### config.mk
export PLATFORM = sky130hd
export DESIGN_NAME = ll_reserve_unit
export DESIGN_NICKNAME = d
export VERILOG_FILES = /design/src/rtl/ll_pkg.sv /design/src/rtl/ll_align_chk.sv /design/src/rtl/ll_sext.sv /design/src/rtl/ll_reserve_unit.sv
export SDC_FILE = /design/constraint.sdc
export NUM_CORES = 1
export LEC_CHECK = 0
export ABC_AREA = 1
export BUFFER_PORTS_ARGS = -buffer_cell sky130_fd_sc_hd__buf_4
export CAP_MARGIN = 15
export CORE_ASPECT_RATIO = 0.8
export CORE_MARGIN = 3
export CORE_UTILIZATION = 30
export DETAILED_ROUTE_END_ITERATION = 16
export GPL_TIMING_DRIVEN = 0
export PLACE_DENSITY_LB_ADDON = 0.25
export SLEW_MARGIN = 20
export SYNTH_ARGS = -nofsm -noshare
export SYNTH_HDL_FRONTEND = slang
export SYNTH_HIERARCHICAL = 1
export SYNTH_SLANG_ARGS = --single-unit
### constraint.sdc
create_clock -name clk -period 3.46 [get_ports clk]
set_input_delay 0.346 -clock clk [delete_from_list [all_inputs] [get_ports clk]]
set_output_delay 0.346 -clock clk [all_outputs]
set_load 0.01 [all_outputs]
### src/rtl/ll_pkg.sv
package ll_pkg;
   typedef enum logic [1:0] {
      LL_IDLE = 2'd0,
      LL_REQ  = 2'd1,
      LL_WAIT = 2'd2,
      LL_DONE = 2'd3
   } ll_state_e;
endpackage

### src/rtl/ll_align_chk.sv
module ll_align_chk #(
   parameter int XLEN   = 64,
   parameter int WORD_W = 32,
   localparam int W_LSB = $clog2(WORD_W / 8),
   localparam int D_LSB = $clog2(XLEN / 8)
) (
   input  logic [D_LSB-1:0] low_i,
   input  logic             dword_i,
   output logic             misaligned_o
);
   initial begin : p_param_chk
      assert (D_LSB > W_LSB && W_LSB > 0)
         else $fatal(1, "ll_align_chk: doubleword must be wider than word");
   end

   always_comb begin
      if (dword_i) misaligned_o = |low_i;
      else         misaligned_o = |low_i[W_LSB-1:0];
   end
endmodule

### src/rtl/ll_sext.sv
module ll_sext #(
   parameter int XLEN   = 64,
   parameter int WORD_W = 32
) (
   input  logic [XLEN-1:0] data_i,
   input  logic            dword_i,
   output logic [XLEN-1:0] data_o
);
   initial begin : p_param_chk
      assert (XLEN > WORD_W)
         else $fatal(1, "ll_sext: XLEN must exceed WORD_W");
   end

   for (genvar i = 0; i < XLEN; i++) begin : g_bit
      if (i < WORD_W) begin : g_low
         assign data_o[i] = data_i[i];
      end else begin : g_high
         assign data_o[i] = dword_i ? data_i[i] : data_i[WORD_W-1];
      end
   end
endmodule

### src/rtl/ll_reserve_unit.sv
module ll_reserve_unit
   import ll_pkg::*;
#(
   parameter int XLEN   = 64,
   parameter int WORD_W = 32,
   parameter int PA_W   = 40
) (
   input  logic            clk,
   input  logic            rst_n,
   input  logic            start_i,
   input  logic            dword_i,
   input  logic            dbg_mode_i,
   input  logic [XLEN-1:0] vaddr_i,
   input  logic [PA_W-1:0] paddr_i,
   output logic            mem_req_o,
   input  logic            mem_ready_i,
   output logic [PA_W-1:0] mem_addr_o,
   input  logic            mem_rsp_valid_i,
   input  logic [XLEN-1:0] mem_rsp_data_i,
   output logic            done_o,
   output logic [XLEN-1:0] result_o,
   output logic            addr_err_o,
   output logic [XLEN-1:0] badvaddr_o,
   output logic [PA_W-1:0] link_paddr_o,
   output logic [XLEN-1:0] link_vaddr_o,
   output logic [XLEN-1:0] link_value_o,
   output logic            link_valid_o
);
   localparam int D_LSB = $clog2(XLEN / 8);

   initial begin : p_param_chk
      assert (XLEN == 2 * WORD_W)
         else $fatal(1, "ll_reserve_unit: XLEN must be twice WORD_W");
      assert (PA_W > D_LSB && PA_W <= XLEN)
         else $fatal(1, "ll_reserve_unit: PA_W out of range");
   end

   ll_state_e       state_q;
   logic            op_dw_q;
   logic [XLEN-1:0] op_va_q;
   logic [PA_W-1:0] op_pa_q;
   logic            err_q;
   logic [XLEN-1:0] badva_q;
   logic [PA_W-1:0] lpa_q;
   logic [XLEN-1:0] lva_q;
   logic [XLEN-1:0] lval_q;
   logic            lvalid_q;
   logic            misaligned;
   logic [XLEN-1:0] ext_data;

   ll_align_chk #(.XLEN(XLEN), .WORD_W(WORD_W)) u_align (
      .low_i        (vaddr_i[D_LSB-1:0]),
      .dword_i      (dword_i),
      .misaligned_o (misaligned)
   );

   ll_sext #(.XLEN(XLEN), .WORD_W(WORD_W)) u_sext (
      .data_i  (mem_rsp_data_i),
      .dword_i (op_dw_q),
      .data_o  (ext_data)
   );

   always_ff @(posedge clk or negedge rst_n) begin
      if (!rst_n) begin
         state_q  <= LL_IDLE;
         op_dw_q  <= 1'b0;
         op_va_q  <= '0;
         op_pa_q  <= '0;
         err_q    <= 1'b0;
         badva_q  <= '0;
         lpa_q    <= '0;
         lva_q    <= '0;
         lval_q   <= '0;
         lvalid_q <= 1'b0;
      end else begin
         err_q <= 1'b0;
         unique case (state_q)
            LL_IDLE: begin
               if (start_i) begin
                  if (misaligned) begin
                     err_q <= 1'b1;
                     if (!dbg_mode_i) badva_q <= vaddr_i;
                  end else begin
                     op_dw_q <= dword_i;
                     op_va_q <= vaddr_i;
                     op_pa_q <= paddr_i;
                     state_q <= LL_REQ;
                  end
               end
            end
            LL_REQ: begin
               if (mem_ready_i) state_q <= LL_WAIT;
            end
            LL_WAIT: begin
               if (mem_rsp_valid_i) begin
                  lval_q   <= ext_data;
                  lpa_q    <= op_pa_q;
                  lva_q    <= op_va_q;
                  lvalid_q <= 1'b1;
                  state_q  <= LL_DONE;
               end
            end
            LL_DONE: state_q <= LL_IDLE;
            default: state_q <= LL_IDLE;
         endcase
      end
   end

   assign mem_req_o    = (state_q == LL_REQ);
   assign mem_addr_o   = op_pa_q;
   assign done_o       = (state_q == LL_DONE);
   assign result_o     = lval_q;
   assign addr_err_o   = err_q;
   assign badvaddr_o   = badva_q;
   assign link_paddr_o = lpa_q;
   assign link_vaddr_o = lva_q;
   assign link_value_o = lval_q;
   assign link_valid_o = lvalid_q;

   // an error cycle never carries a memory request
   a_r1_err_no_req: assert property (@(posedge clk) disable iff (!rst_n)
      addr_err_o |-> !mem_req_o);

   // the error is a single-cycle pulse
   a_r1_err_pulse: assert property (@(posedge clk) disable iff (!rst_n)
      addr_err_o |=> !addr_err_o);

   // reservation untouched in the error cycle
   a_r4_link_kept: assert property (@(posedge clk) disable iff (!rst_n)
      addr_err_o |-> ($stable(link_paddr_o) && $stable(link_vaddr_o)
                      && $stable(link_value_o) && $stable(link_valid_o)));

   // request and address hold while not accepted
   a_r5_req_hold: assert property (@(posedge clk) disable iff (!rst_n)
      (mem_req_o && !mem_ready_i) |=> (mem_req_o && $stable(mem_addr_o)));

   // request drops after acceptance
   a_r5_req_drop: assert property (@(posedge clk) disable iff (!rst_n)
      (mem_req_o && mem_ready_i) |=> !mem_req_o);

   // done follows an accepted response by one cycle
   a_r6_done_after_rsp: assert property (@(posedge clk) disable iff (!rst_n)
      (state_q == LL_WAIT && mem_rsp_valid_i) |=> done_o);

   // done is a single-cycle pulse
   a_r6_done_pulse: assert property (@(posedge clk) disable iff (!rst_n)
      done_o |=> !done_o);

   // once set, the link flag stays set
   a_r9_valid_sticky: assert property (@(posedge clk) disable iff (!rst_n)
      link_valid_o |=> link_valid_o);
endmodule

# --- Word-level counts from Yosys, hierarchy flattened ---
# Cells that the tools add are included.
# Widths: inputs -> output; s select.
classes:
  n_eq_ne: 7
  mux: 41
  bitwise_logic: 2
  reduce_logical: 7
op_table:
  columns: ["operator", "count"]
  rows:
  - ["$mux 1", 36]
  - ["$mux 2", 4]
  - ["$pmux 2 s4", 1]
  - ["$reduce_and 4->1", 2]
  - ["$ne 2x2->1 const B", 3]
  - ["$eq 2x2->1 const B", 2]
  - ["$reduce_and 3->1", 1]
  - ["$reduce_or 3->1", 1]
  - ["$eq 2x1->1 const B", 1]
  - ["$logic_not 2->1", 1]
  - ["$ne 2x1->1 const B", 1]
  - ["$not 1->1", 2]
  - ["$reduce_and 2->1", 1]
  - ["$reduce_or 2->1", 1]
word_totals:
  register_bits: 341
  in_bits: 175
  output_inout_bits: 340
  elab_cells: 67

# --- Depth between registers and ports, before layout ---
logic_depth:
  ltp_word: 5
  depth_mapped: 9
  depth_no_buf: 7

# --- By module ---
# Netlist, hierarchy kept.
modules_own_cells:
  columns: ["module", "n_inst", "cells_each", "area_each_um2", "seq_area_each_um2"]
  rows:
  - ["ll_reserve_unit", 1, 1433, 13764.5, 8533.2]
  - ["ll_sext", 1, 105, 558.0, 0.0]
  - ["ll_align_chk", 1, 3, 11.3, 0.0]

# --- Worst setup path before layout ---
# Ideal clock, no wire load.
synth_path:
  kind: "register to register"
  start: "register state_q[0]"
  end: "register badva_q[10], in the netlist badvaddr_o[10]"
  setup_ns: 0.118
  arrival_ns: 1.348
  required_time_ns: 3.342
  path_slack_ns: 1.994
  path_stages_with_launch: 10
  n_path_buf: 2
  synth_period_minus_slack_ns: 1.466
  cell_sequence: "dfrtp_1 inv_1 ha_1 nand2_2 nor2_2 nand2_2 buf_6 buf_6 nand2_1 o21ai_2"
synth_via:
  elab_chain_cells: 2
synth_lines:
  columns: ["item", "line_no", "text"]
  rows:
  - ["start: declaration", "ll_reserve_unit.sv:38", "ll_state_e state_q;"]
  - ["start signal: assignment", "ll_reserve_unit.sv:65", "state_q <= LL_IDLE;"]
  - ["start signal: assignment", "ll_reserve_unit.sv:87", "state_q <= LL_REQ;"]
  - ["start signal: assignment", "ll_reserve_unit.sv:92", "if (mem_ready_i) state_q <= LL_WAIT;"]
  - ["$logic_not 2->1", "ll_reserve_unit.sv:77", "unique case (state_q)"]
  - ["$reduce_and 4->1 (no line)", null, null]
  - ["end signal: assignment", "ll_reserve_unit.sv:82", "if (!dbg_mode_i) badva_q <= vaddr_i;"]
  - ["end: declaration", "ll_reserve_unit.sv:43", "logic [XLEN-1:0] badva_q;"]
# No other way between the ends.
# A chain may end at the register's enable or synchronous reset.

# --- Worst setup path after layout ---
layout_path:
  start: "register state_q[0]"
  end: "register lva_q[23], in the netlist link_vaddr_o[23]"
layout_via:
  elab_chain_cells: 2
layout_lines:
  columns: ["item", "line_no", "text"]
  rows:
  - ["$eq 2x2->1", "ll_reserve_unit.sv:77", null]
  - ["$reduce_and 2->1 (no line)", null, null]
  - ["end signal: assignment", "ll_reserve_unit.sv:98", "lva_q <= op_va_q;"]
  - ["end: declaration", "ll_reserve_unit.sv:45", "logic [XLEN-1:0] lva_q;"]
# No other way between the ends.

==> qor.csv <==
stage;metric;value;unit
route;via/cell ratio;4.47;
floorplanning;io pins;515;
clocking;CTS tree;done;
outcome;status;finished clean;
clocking;Worst-path clk slew;0.06;ns
logic_synthesis;post-synth top area cell;dfrtp_1;
place;I/O Buffers;482;
logic_synthesis;simple-gate area share of the yosys netlist;19.3;%
final_layout;layout cell share with drive strength beyond 1;36.5;%
worst_setup_path;Crit path depth;8;
logic_synthesis;Primary FF master, synth;dfrtp_1;
logic_synthesis;sequential share of the synthesized area;59.5;%
route;DR pass1 iterations;5;
power;Clock Power Share;20.8;%
power;switching power share of the total;36.7;%
route;# DRC;0;
floorplanning;Die Wd;250;um
route;Detailed Route Iter0 Violations;677;
worst_hold_path;Worst Hold Depth;3;
timing;Max Clock Skew;0.0149;ns
logic_synthesis;most instantiated cells after synthesis;nand2_1 (505), dfrtp_1 (341), nand3_1 (131);
worst_setup_path;Worst path top cell family by delay;buffers and inverters;
clocking;H-tree Lvls;2;
floorplanning;initial core utilization;30.9;%
route;Routed WL;48600;um
logic_synthesis;mux cell area share after synthesis;0;%
floorplanning;Site Rows;70;
worst_setup_path;CP required;3.93;ns
route;DR WL/cell;18.0;um
logic_synthesis;largest family of logic cells by synthesized area;simple AND/OR/NAND/NOR gates;
worst_setup_path;most numerous cell on the critical path;buf_2;
logic_synthesis;async set-reset flop share out of synthesis;100;%
timing;Final setup viols;0;
timing;unrepaired setup endpoints after global routing;no;
worst_hold_path;Hold Crit Class;in -> reg;
power;Tot Pwr;18.9;mW
floorplanning;die area;50500;um^2
global_routing;GRT Resource Usage Total;18.9;%
route;DR vias;12100;
logic_synthesis;post-synthesis cell type count;20;
final_layout;n_diodes;0;
clocking;Inserted Clock Buffers;38;
timing;crit path time final;2.08;ns
timing;Hold Vio Cnt, Final;0;
logic_synthesis;Synth Area in Compound Gates;8.94;%
power;Combinational Power Share;41.9;%
logic_synthesis;top-count cell post-synth;nand2_1;
worst_setup_path;worst-path cell chain;inv_1 -> ha_1 -> buf_2 -> nand2_2 -> buf_2 -> buf_2 -> nand2_1 -> nand2_1;
timing;relative slew slack;56.2;%
final_layout;synthesis-to-layout area growth;39.7;%
place;HPWL after DPL;37300;um
worst_setup_path;Worst Setup Path Type;reg -> reg;
logic_synthesis;syn nets;1721;
logic_synthesis;area share of the largest cell type after synthesis;59.5;%
timing;max-slew violations;0;
timing;Max Freq;480;MHz
timing;pin slew with the least headroom to its limit;0.657;ns
worst_setup_path;R2R cell count;8;
global_routing;total grt overflow;0;
route;ANT nets after route;0;
power;Pwr Density;945;nW/um^2
logic_synthesis;Post-Syn Area;14300;um^2
power;sequential share of power;37.3;%
logic_synthesis;Adder-Cell Fraction of Synth Area;0.436;%
place;RD Place Congestion;0.865;
clocking;postcts setup bufs;0;
final_layout;count of nets after finishing;2247;
power;P_int;12.0;mW
logic_synthesis;Yosys warning total;6;
timing;setup_tns;0;ns
worst_setup_path;Buf/Inv on CP;4;
clocking;root buffer cell;clkbuf_16;
power;sw power;6.94;mW
floorplanning;core area;46400;um^2
final_layout;multi-input logic area;4100;um^2
worst_setup_path;WP data arrival;2.55;ns
global_routing;initial antenna violation count;2;
worst_setup_path;Critical-path top delay cell;buf_2;
clocking;Clk Latency, worst-skew pair;0.53;ns
logic_synthesis;Post-synth EDFFs;0;
timing;Tcrit/Tclk final;60.2;%
logic_synthesis;Mapped Cells;1541;
worst_setup_path;CP max stage delay;0.46;ns
clocking;CTS sink cnt;341;
floorplanning;Chip Height;202;um
clocking;Bufs on Longest Clock Path;3;
power;maximum vdd drop;0.449;mV
worst_setup_path;CP startpoint kind;flip-flop;
logic_synthesis;Post-Synth XOR/XNOR Area;0;%
run;number of max-cap violations;0;
global_routing;vias in the first global route;12400;
logic_synthesis;Mean Syn Cell Area;9.30;um^2
final_layout;Fill cells;4646;
global_routing;first-pass GRT wire length;75200;um
final_layout;Register Area;8530;um^2
worst_setup_path;Worst setup EP type;flip-flop;
logic_synthesis;FF+latch count, synth;341;
power;Pleak;10.9;nW
logic_synthesis;top post-synthesis cells by area;dfrtp_1 (60%), nand2_1 (13%), buf_4 (5.1%), nand3_1 (4.6%), o21ai_2 (3.9%);
worst_setup_path;CP max FO;10;
global_routing;largest net degree at the start of global routing;98;
## stage by stage
stage               setup slack [ns]  instances  hold WS, ns  utilization [%]  cell area (um^2)
detailed placement              1.31       2638        0.385             40.5             18800
CTS                             1.31       2707       0.0213             43.1             20000
finish                          1.38       2707       0.0604             43.1             20000
global placement               -1.26       2635        0.452             40.3             18700
floorplan                       1.99       1541       0.0504                -             14300
global route                    1.17       2707       0.0328             43.1             20000
## layer usage
metal	global-route usage, %	part of all wire, %
met5	0	0
met4	3.52	1.6
met3	4.56	6.7
met2	31.7	49
met1	25.0	43
## worst reg2reg max path, stage by stage, from the launching register on
cell and delay [ns]:
dfrtp_1 0.39, inv_1 0.10, ha_1 0.20, buf_2 0.15
nand2_2 0.23, buf_2 0.46, buf_2 0.34, nand2_1 0.10
nand2_1 0.07
## layout make-up
class	instances	share of cell area, %
clock buffer	57	5.51
tap	612	3.82
buffer	191	6.39
clock inverter	11	0.525
multi-input combinational	898	20.5
timing repair buffer	486	18.6
inverter	111	2.08
sequential	341	42.6
## placed cells by master, fill, tap and decap left out, types with 3 or more instances in the layout
master	instances
a21oi_1	39
buf_1	8
buf_16	3
buf_2	33
buf_4	578
buf_6	21
clkbuf_1	44
clkbuf_16	39
clkbuf_8	6
clkinv_2	6
dfrtp_1	341
ha_1	5
inv_1	110
nand2_1	505
nand2_2	4
nand3_1	131
nor2_1	41
o21ai_0	103
o21ai_2	64
## registers in the layout, indices dropped and copies added, names as in the netlist
register	flops
badvaddr_o	64
link_paddr_o	40
link_value_o	64
link_valid_o	1
link_vaddr_o	64
op_va_q	64
addr_err_o	1
op_dw_q	1
mem_addr_o	40
state_q	2
## power groups by stage
stage | clock network (mW) | registers (mW) | logic [mW]
after floorplan | 0 | 7.54 | 3.22
after global placement | 0 | 7.08 | 7.94
after detailed placement | 0 | 7.12 | 8.08
after CTS | 4.07 | 7.08 | 8.08
after global routing | 4.24 | 7.32 | 8.74
final | 3.94 | 7.07 | 7.93
## path summary, 6_finish.rpt
kind,from,to,slack (ns)
setup / recovery,state_q[0]$_DFFE_PN0P_,link_vaddr_o[23]$_DFFE_PN0P_,1.38
hold / removal,mem_rsp_data_i[1],link_value_o[1]$_DFFE_PN0P_,0.06
setup reg to reg,state_q[0]$_DFFE_PN0P_,link_vaddr_o[23]$_DFFE_PN0P_,1.38
hold reg to reg,link_vaddr_o[58]$_DFFE_PN0P_,link_vaddr_o[58]$_DFFE_PN0P_,0.47
max in group asynchronous,rst_n,link_value_o[44]$_DFFE_PN0P_,2.13
min in group asynchronous,rst_n,badvaddr_o[49]$_DFFE_PN0P_,0.40
## cells by family after synthesis
| kind of cell | after synthesis |
|---|---|
| AOI/OAI and AO/OA | 208 |
| and+or+nand+nor | 685 |
| adders and majority gates | 5 |
| DFF | 341 |
| buffers and inverters | 302 |
## what timing repair did
item | in CTS | in global routing
gates resized for setup | 0 | 0
setup endpoints to repair | 0 | 0
endpoints found under the hold margin | 73 | 0
hold buffers | 1 | 0
No activity file was read; power rests on OpenSTA's default activity.
